## src/rtl/arb_pkg.sv

```systemverilog
package arb_pkg;
  // Grant ownership state of the arbiter.
  typedef enum logic {
    ARB_OPEN = 1'b0,   // no grant outstanding, arbitration runs
    ARB_HELD = 1'b1    // one master holds the grant
  } arb_state_e;
endpackage

```

## src/rtl/arb_bus_mon.sv

```systemverilog
// Watches the shared strobes: reports a transaction start (frame falling)
// and whether the bus is idle in the present cycle.
module arb_bus_mon (
  input  logic clk,
  input  logic rst_n,
  input  logic frame_n,
  input  logic irdy_n,
  output logic start,
  output logic bus_idle
);
  logic frame_q;

  always_ff @(posedge clk or negedge rst_n) begin
    if (!rst_n) frame_q <= 1'b1;
    else        frame_q <= frame_n;
  end

  assign start    = frame_q & ~frame_n;
  assign bus_idle = frame_n & irdy_n;
endmodule

```

## src/rtl/arb_rr_pick.sv

```systemverilog
// Round-robin selection: first eligible index after 'last', wrapping.
module arb_rr_pick #(
  parameter int N  = 4,
  parameter int IW = (N > 1) ? $clog2(N) : 1
) (
  input  logic [N-1:0]  elig,
  input  logic [IW-1:0] last,
  output logic          found,
  output logic [IW-1:0] win
);
  always_comb begin
    found = 1'b0;
    win   = '0;
    for (int k = 1; k <= N; k++) begin
      int c;
      c = int'(last) + k;
      if (c >= N) c = c - N;
      if (!found && elig[c]) begin
        found = 1'b1;
        win   = IW'(c);
      end
    end
  end
endmodule

```

## src/rtl/arb_grant_timer.sv

```systemverilog
// Counts idle clocks of an outstanding grant; flags the last allowed one.
module arb_grant_timer #(
  parameter int LIMIT = 16,
  parameter int CW    = (LIMIT > 1) ? $clog2(LIMIT) : 1
) (
  input  logic clk,
  input  logic rst_n,
  input  logic clr,
  input  logic run,
  output logic expire
);
  logic [CW-1:0] cnt;

  assign expire = run && (cnt == CW'(LIMIT - 1));

  always_ff @(posedge clk or negedge rst_n) begin
    if (!rst_n)      cnt <= '0;
    else if (clr)    cnt <= '0;
    else if (run)    cnt <= cnt + 1'b1;
  end
endmodule

```

## src/rtl/bus_arbiter_rr.sv

```systemverilog
module bus_arbiter_rr #(
  parameter int N     = 4,
  parameter int LIMIT = 16
) (
  input  logic         clk,
  input  logic         rst_n,
  input  logic [N-1:0] req_n,
  input  logic         frame_n,
  input  logic         irdy_n,
  output logic [N-1:0] gnt_n,
  output logic [N-1:0] tmo_pulse
);
  import arb_pkg::*;

  localparam int IW = (N > 1) ? $clog2(N) : 1;

  arb_state_e    state;
  logic [IW-1:0] owner;
  logic [IW-1:0] last;
  logic [N-1:0]  skip;
  logic [N-1:0]  tmo_q;

  logic [N-1:0]  req;
  logic [N-1:0]  elig;
  logic [N-1:0]  owner_oh;
  logic          found;
  logic [IW-1:0] win;
  logic          start;
  logic          bus_idle;
  logic          owner_req;
  logic          expire;
  logic          held;

  assign req      = ~req_n;
  assign elig     = req & ~skip;
  assign held     = (state == ARB_HELD);
  assign owner_oh = N'(1) << owner;
  assign owner_req = |(req & owner_oh);

  arb_bus_mon u_mon (
    .clk      (clk),
    .rst_n    (rst_n),
    .frame_n  (frame_n),
    .irdy_n   (irdy_n),
    .start    (start),
    .bus_idle (bus_idle)
  );

  arb_rr_pick #(.N(N), .IW(IW)) u_pick (
    .elig  (elig),
    .last  (last),
    .found (found),
    .win   (win)
  );

  arb_grant_timer #(.LIMIT(LIMIT)) u_timer (
    .clk    (clk),
    .rst_n  (rst_n),
    .clr    (!held),
    .run    (held && bus_idle && !start && owner_req),
    .expire (expire)
  );

  always_ff @(posedge clk or negedge rst_n) begin
    if (!rst_n) begin
      state <= ARB_OPEN;
      owner <= '0;
      last  <= IW'(N - 1);
      skip  <= '0;
      tmo_q <= '0;
    end else begin
      tmo_q <= '0;
      if (!held) begin
        // one round: a skip mark lasts only for this cycle
        skip <= '0;
        if (found) begin
          state <= ARB_HELD;
          owner <= win;
          last  <= win;
        end
      end else if (start || !owner_req) begin
        state <= ARB_OPEN;
      end else if (expire) begin
        state <= ARB_OPEN;
        skip  <= owner_oh;
        tmo_q <= owner_oh;
      end
    end
  end

  for (genvar g = 0; g < N; g++) begin : g_out
    assign gnt_n[g]     = !(held && (owner == IW'(g)));
    assign tmo_pulse[g] = tmo_q[g];
  end
endmodule

```

## config.mk

```make
export PLATFORM = sky130hd
export DESIGN_NAME = bus_arbiter_rr
export DESIGN_NICKNAME = d
export VERILOG_FILES = /design/src/rtl/arb_pkg.sv /design/src/rtl/arb_bus_mon.sv /design/src/rtl/arb_rr_pick.sv /design/src/rtl/arb_grant_timer.sv /design/src/rtl/bus_arbiter_rr.sv
export SDC_FILE = /design/constraint.sdc
export NUM_CORES = 1
export LEC_CHECK = 0
export BUFFER_PORTS_ARGS = -buffer_cell sky130_fd_sc_hd__buf_4
export CAP_MARGIN = 0
export CELL_PAD_IN_SITES_DETAIL_PLACEMENT = 1
export CELL_PAD_IN_SITES_GLOBAL_PLACEMENT = 1
export CORE_MARGIN = 4
export CORE_UTILIZATION = 40
export DETAILED_ROUTE_END_ITERATION = 10
export PLACE_DENSITY_LB_ADDON = 0.2
export SLEW_MARGIN = 40
export SYNTH_ARGS = -nofsm -noshare
export SYNTH_HDL_FRONTEND = slang
export SYNTH_SLANG_ARGS = --single-unit
```

## constraint.sdc

```tcl
create_clock -name clk -period 2.6 [get_ports clk]
set_clock_uncertainty 0.1 [all_clocks]
set_input_delay 0.39 -clock clk [delete_from_list [all_inputs] [get_ports clk]]
set_output_delay 0.39 -clock clk [all_outputs]
set_load 0.02 [all_outputs]
```

Word-level counts from Yosys, hierarchy flattened
Index checks and enable logic that the tools add are counted.
Widths: inputs -> output; s select.
{ "word_totals": {"output_inout_bits": 8, "inputBits": 8, "register_bits": 18, "elab_cells": 101} }
{ "classes": {"n_addsub": 9, "n_shift": 1, "n_bitwise": 8, "eq_ne": 7, "n_mux": 36, "magnitude_cmp": 8, "reduce_logical": 25} }
{ "op_table": {"columns": ["op", "count"], "rows": [
  ["$ge 32x4->1 const B", 4],
  ["$lt 32x4->1 const B", 4],
  ["$mux 32", 4],
  ["$sub 32x4->32 const B", 4],
  ["$mux 4", 8],
  ["$mux 1", 16],
  ["$logic_and 1x1->1", 11],
  ["$logic_not 1->1", 9],
  ["$and 4x4->4", 2],
  ["$bmux 1 s2", 4],
  ["$mux 2", 4],
  ["$not 4->4", 2],
  ["$add 2x2->3 const B", 2],
  ["$add 2x3->4 const B", 1],
  ["$add 4x1->4 const B", 1],
  ["$eq 2x2->1 const B", 2],
  ["$eq 4x4->1 const B", 1],
  ["$ne 2x1->1 const B", 2],
  ["$reduce_and 2->1", 2],
  ["$reduce_or 4->1", 1],
  ["$shl 1x2->4 const A", 1],
  ["$add 2x1->3 const B", 1],
  ["$and 1x1->1", 2],
  ["$eq 2x1->1 const B", 1],
  ["4 further kinds", 5]
]} }

Logic depth before layout (Yosys ltp)
{ "depth": {"word_depth": 18, "mapped_depth": 5, "ltp_nobuf": 5} }

By module
Synthesis repeated with hierarchy kept, for this count alone.
{ "hier_totals": {"cells_unflattened": 92, "hier_area_um2": 985.9} }
{ "by_module_without_submodules": {"columns": ["module", "n_inst", "seq_area_each_um2", "area_each_um2", "cells_per_inst"], "rows": [
  ["bus_arbiter_rr", 1, 327.8, 624.3, 57],
  ["arb_grant_timer", 1, 100.1, 227.7, 18],
  ["arb_rr_pick", 1, 0.0, 91.3, 14],
  ["arb_bus_mon", 1, 26.3, 42.5, 3]
]} }

Worst setup path before layout
Ideal clock, no wire load.
{ "synth_path": {"path_type": "reg2reg", "start": "reg owner[0]", "end": "reg skip[0]", "setup_ps": 118, "path_slack_ps": 627, "n_path_buf": 0, "required_time_ps": 2382, "path_stages_with_launch": 5, "arrival_time_ps": 1755, "synth_period_minus_slack_ps": 1973, "cell_sequence": "dfrtp_1 -> mux4_2 -> or4_4 -> and2_4 -> a21o_1"} }
{ "synth_via": {"elab_chain_cells": 7, "elab_cells_between_ends": 13, "classes_between": "eq/ne: 2; shift: 1; mux: 3; bitwise: 1; reduce/logical: 6"} }
{ "synth_rtl": {"columns": ["item", "line_no", "source"], "rows": [
  ["start: declaration", "bus_arbiter_rr.sv:18", "logic [IW-1:0] owner;"],
  ["start signal: assignment", "bus_arbiter_rr.sv:78", "owner <= win;"],
  ["$shl 1x2->4 *", "bus_arbiter_rr.sv:37", "assign owner_oh = N'(1) << owner;"],
  ["$and 4x4->4", "bus_arbiter_rr.sv:38", "assign owner_req = |(req & owner_oh);"],
  ["$reduce_or 4->1", "bus_arbiter_rr.sv:38", null],
  ["$logic_not 1->1 / $logic_and 1x1->1 (equally long branches)", "bus_arbiter_rr.sv:81, bus_arbiter_rr.sv:60", null],
  ["$logic_or 1x1->1 / $logic_and 1x1->1 (equally long branches)", "bus_arbiter_rr.sv:81, arb_grant_timer.sv:14", null],
  ["$ne 2x2->1 (no source line) / $ne 2x1->1 (equally long branches)", null, null],
  ["$reduce_and 2->1 (no source line)", null, null],
  ["end signal: assignment", "bus_arbiter_rr.sv:85", "skip <= owner_oh;"],
  ["end: declaration", "bus_arbiter_rr.sv:20", "logic [N-1:0] skip;"]
]} }
Every way passes the cells marked *; elsewhere a longest branch is shown, timed or not. The select of a mux whose other input is x is not followed.
A chain may end at the register's enable or synchronous reset.

Worst setup path in the final report
{ "layout_path": {"start": "reg owner[0]", "end": "reg skip[2]"} }
The elaborated chain is that of the path after synthesis.

==> parameters.txt <==
Parameter                              Value

Outcome
  Result of the run ... finished clean

Clocking
  Buffer levels on the longest clock path ... 2
  Num Clock Sinks ... 18
  Library cell used as clock root buffer ... clkbuf_4
  Clock tree from TritonCTS ... yes
  Postcts setup bufs ... 0
  H-tree levels ... 1
  Clock transition time at the flip-flop clock pins of the worst setup and hold paths ... 100 ps
  Number of buffers added by the clock tree synthesis step ... 3
  Clock latency on the worst-skew pair ... 290 ps

Global routing
  Aggregate global routing overflow ... 0
  GR peak layer ... met2
  Met1 track demand over resource ... 21.6%
  M3 GR Usage ... approximately 5.5%
  Tot GR Track Use ... 16.9%
  Number of global-route vias before repair ... 740
  Initial antenna violation count ... 0
  Global-route met2 utilization ... 27.6%
  Wire length of the first global-routing pass ... approximately 3.5 mm
  Maximum number of pins on one net before global-route repair ... 19

Worst setup path
  Crit path buffers/inverters ... 0
  Worst reg2reg endpoint ... skip[2]$_DFFE_PN0P_
  End of the critical path ... skip[2]$_DFFE_PN0P_
  Worst Setup Path Type ... reg2reg
  Top delay family on crit path ... simple AND/OR/NAND/NOR gates
  Critical Path Fanout Max ... 6
  WP depth ... 4
  Worst setup path startpoint ... owner[0]$_DFFE_PN0P_
  Worst setup slack for register-to-register paths ... slightly below 500 ps
  CP Data Required Time ... roughly 2700 ps
  Crit path DAT ... between 2000 and 2500 ps
  Critical Path Slowest Stage Cell ... mux4_2
  Largest stage delay on the critical path ... 590 ps
  Worst reg2reg path depth ... 4
  Startpoint of the most critical register-to-register path ... owner[0]$_DFFE_PN0P_
  Ordered list of cells on the worst path ... mux4_2, or4_4, and2_4, a21o_1
  Element type at the critical path end ... register
  Kind of launch point of the worst setup path ... register

Route
  Number of optimization iterations in the first detailed-route pass ... 2
  Remaining number of nets flagged by the antenna check after routing ... 0
  Via count of the routed design ... 689
  First-iteration detailed-routing DRC count ... 7
  WL per Instance ... 15.5 µm
  Number of remaining DRC errors ... 0
  DR vias/cell ... 5.38
  Final Routed Wirelength ... 1.99 mm

Worst hold path
  Class of the tightest hold or removal check ... in2reg

Finish
  Share of post-route cells with drive strength above 1 ... a little over a quarter
  Final cell count without fillers ... 128
  Multi-input combinational cell area ... roughly 370 µm²
  Most frequent standard cell in the layout excluding fill and tap cells ... nor2_1
  Area added between synthesis and finish ... 22.6%
  Sequential Area ... between 400 and 500 µm²
  Commonest cells after routing, fill and taps aside ... 16 x nor2_1, 15 x dfrtp_1, 15 x buf_4
  Final Net Count ... 111
  End-of-flow core utilization ... 52.2%
  Total inserted antenna cells ... 0
  Fill cell instance count of the final layout ... ~250

Placement
  HPWL after detailed placement ... roughly 1.6 mm
  Number of placed cells counting well taps ... 123
  Worst Setup Slack post-DPL ... 478 ps
  Routability congestion estimate ... about 0.78
  Count of buffers inserted at the top-level ports ... 15

STA
  PnR worst setup slack ... 489 ps
  Measured slew at the worst slew-check pin ... 303 ps
  Max-Slew Margin vs Limit ... between 70 and 80%
  Final period demand of the worst path ... 2110 ps
  Maximum achievable frequency ... between 400 and 500 MHz
  Final Max Slew Viols ... 0
  Setup-failing EPs final ... 0
  RSZ-0062 raised after global routing ... no
  Final sum of negative setup slack ... 0 ps
  Hold violation count in the final report ... 0
  Fraction of the cycle the final worst path needs ... around 80%

Pwr
  Sequential group share of total power ... 46.4%
  Leakage power figure ... 0.501 nW
  Combinational Power Share ... between 30% and 40%
  Maximum resistive drop on vdd ... ~0.00042 V
  Internal ... 0.568 mW
  Fraction of power spent switching nets ... 37.5%
  Psw ... ~0.34 mW
  Total power consumption of the routed design ... 0.909 mW
  Clock group share of total power ... 18.7%
  Power Dens Cells ... 888 nW/µm²

Die
  Cell Rows ... 16
  Width of the die ... 53.7 µm
  Die footprint ... 2880 µm²
  Number of I/O pins ... 16
  Initial Util ... about 43%
  Die Y ... between 50 and 60 µm
  Core region area ... about 2000 µm²

Synthesis
  Number of synthesized register bits ... 18
  Number of standard cells after synthesis ... between 80 and 90
  Sequential share of the synthesized area ... 54.4%
  Cell area after synthesis ... 835 µm²
  Post-Synthesis Net Count ... 91
  Count of different cell masters after synthesis ... 27
  Average cell area after synthesis ... around 10 µm²
  Synth warnings ... 0

Job
  Reported max-cap violation count ... 0
## sequential cells by signal (all words and copies together), names as in the netlist
name	flops
owner	2
held	1
u_timer.cnt	4
skip	4
tmo_pulse	4
u_mon.frame_q	1
last	2
## logic make-up (layout without fill, tap and decap cells)
logic type | after synthesis | in the layout | share of synthesized area (%)
xor+xnor | 3 | 3 | 3.15
buf+inv | 4 | 23 | 1.80
simple gates | 36 | 36 | 20.7
fa+ha+maj | 1 | 1 | 1.50
flops | 18 | 18 | 54.4
compound gates | 19 | 19 | 15.7
mux | 1 | 1 | 2.70
## worst reg2reg max path: cells and delay by family (launching register included)
kind               cells  cell delay (ps)
AOI/OAI and AO/OA      1              180
DFF                    1              460
muxes                  1              600
and+or+nand+nor        2              670
## stage by stage
stage               hold WS [ps]  instance area (µm²)
floorplan                  -5.59                  835
global placement             172                  977
detailed placement           171                  977
CTS                          108                 1020
global route                86.9                 1020
finish                       116                 1020
## power by group through the flow
stage | logic, mW | clock network, mW | registers (mW)
final | 0.317 | 0.170 | 0.421
after global placement | 0.305 | 0 | 0.424
after detailed placement | 0.320 | 0 | 0.427
after floorplan | 0.237 | 0 | 0.390
after CTS | 0.323 | 0.175 | 0.421
after global routing | 0.356 | 0.190 | 0.433
## metal layers
layer	up-vias	share of wire, %
met1	344	46
li1	329	-
met5	-	0
met3	2	5.1
met2	14	49
met4	0	0.50
## worst min path at each step
stage / startpoint / end / slack (ps) / cells after the start
after floorplan: rst_n / held$_DFF_PN0_ / -6 / 0
after global placement: rst_n / tmo_pulse[0]$_DFF_PN0_ / 170 / 1
after detailed placement: rst_n / tmo_pulse[3]$_DFF_PN0_ / 170 / 1
after CTS: frame_n / u_mon.frame_q$_DFF_PN1_ / 110 / 1
after global routing: frame_n / u_mon.frame_q$_DFF_PN1_ / 90 / 1
final: frame_n / u_mon.frame_q$_DFF_PN1_ / 120 / 1
## what timing repair did
action                                 4_1_cts  5_1_grt
gates resized for setup                      0        0
endpoints found under the hold margin       15        0
hold buffers                                 1        0
## layout make-up
type	instances	share of cell area, %
clock buffer	4	3.55
timing repair buffer	16	12.0
multi-input combinational	60	35.7
inverter	3	1.10
sequential	18	44.4
tap	27	3.30
## cells in the mapped netlist (all sizes together)
cell type	n	area, µm²
nor2	16	60.1
dfrtp	15	375
nand2	6	22.5
a21o	5	37.5
a21oi	5	25.0
nor3	4	20.0
dfstp	3	78.8
inv	3	11.3
nand3	3	15.0
xnor2	3	26.3
nand3b	2	15.0
o21ai	2	10.0
o22a	2	17.5
or3	2	13.8
a221o	1	10.0
a311oi	1	8.76
and2	1	8.76
clkbuf	1	3.75
ha	1	12.5
mux4	1	22.5
nor4	1	6.26
o22ai	1	6.26
o31ai	1	7.51
o32ai	1	8.76
or4	1	11.3
(Power assumes the default switching activity.)
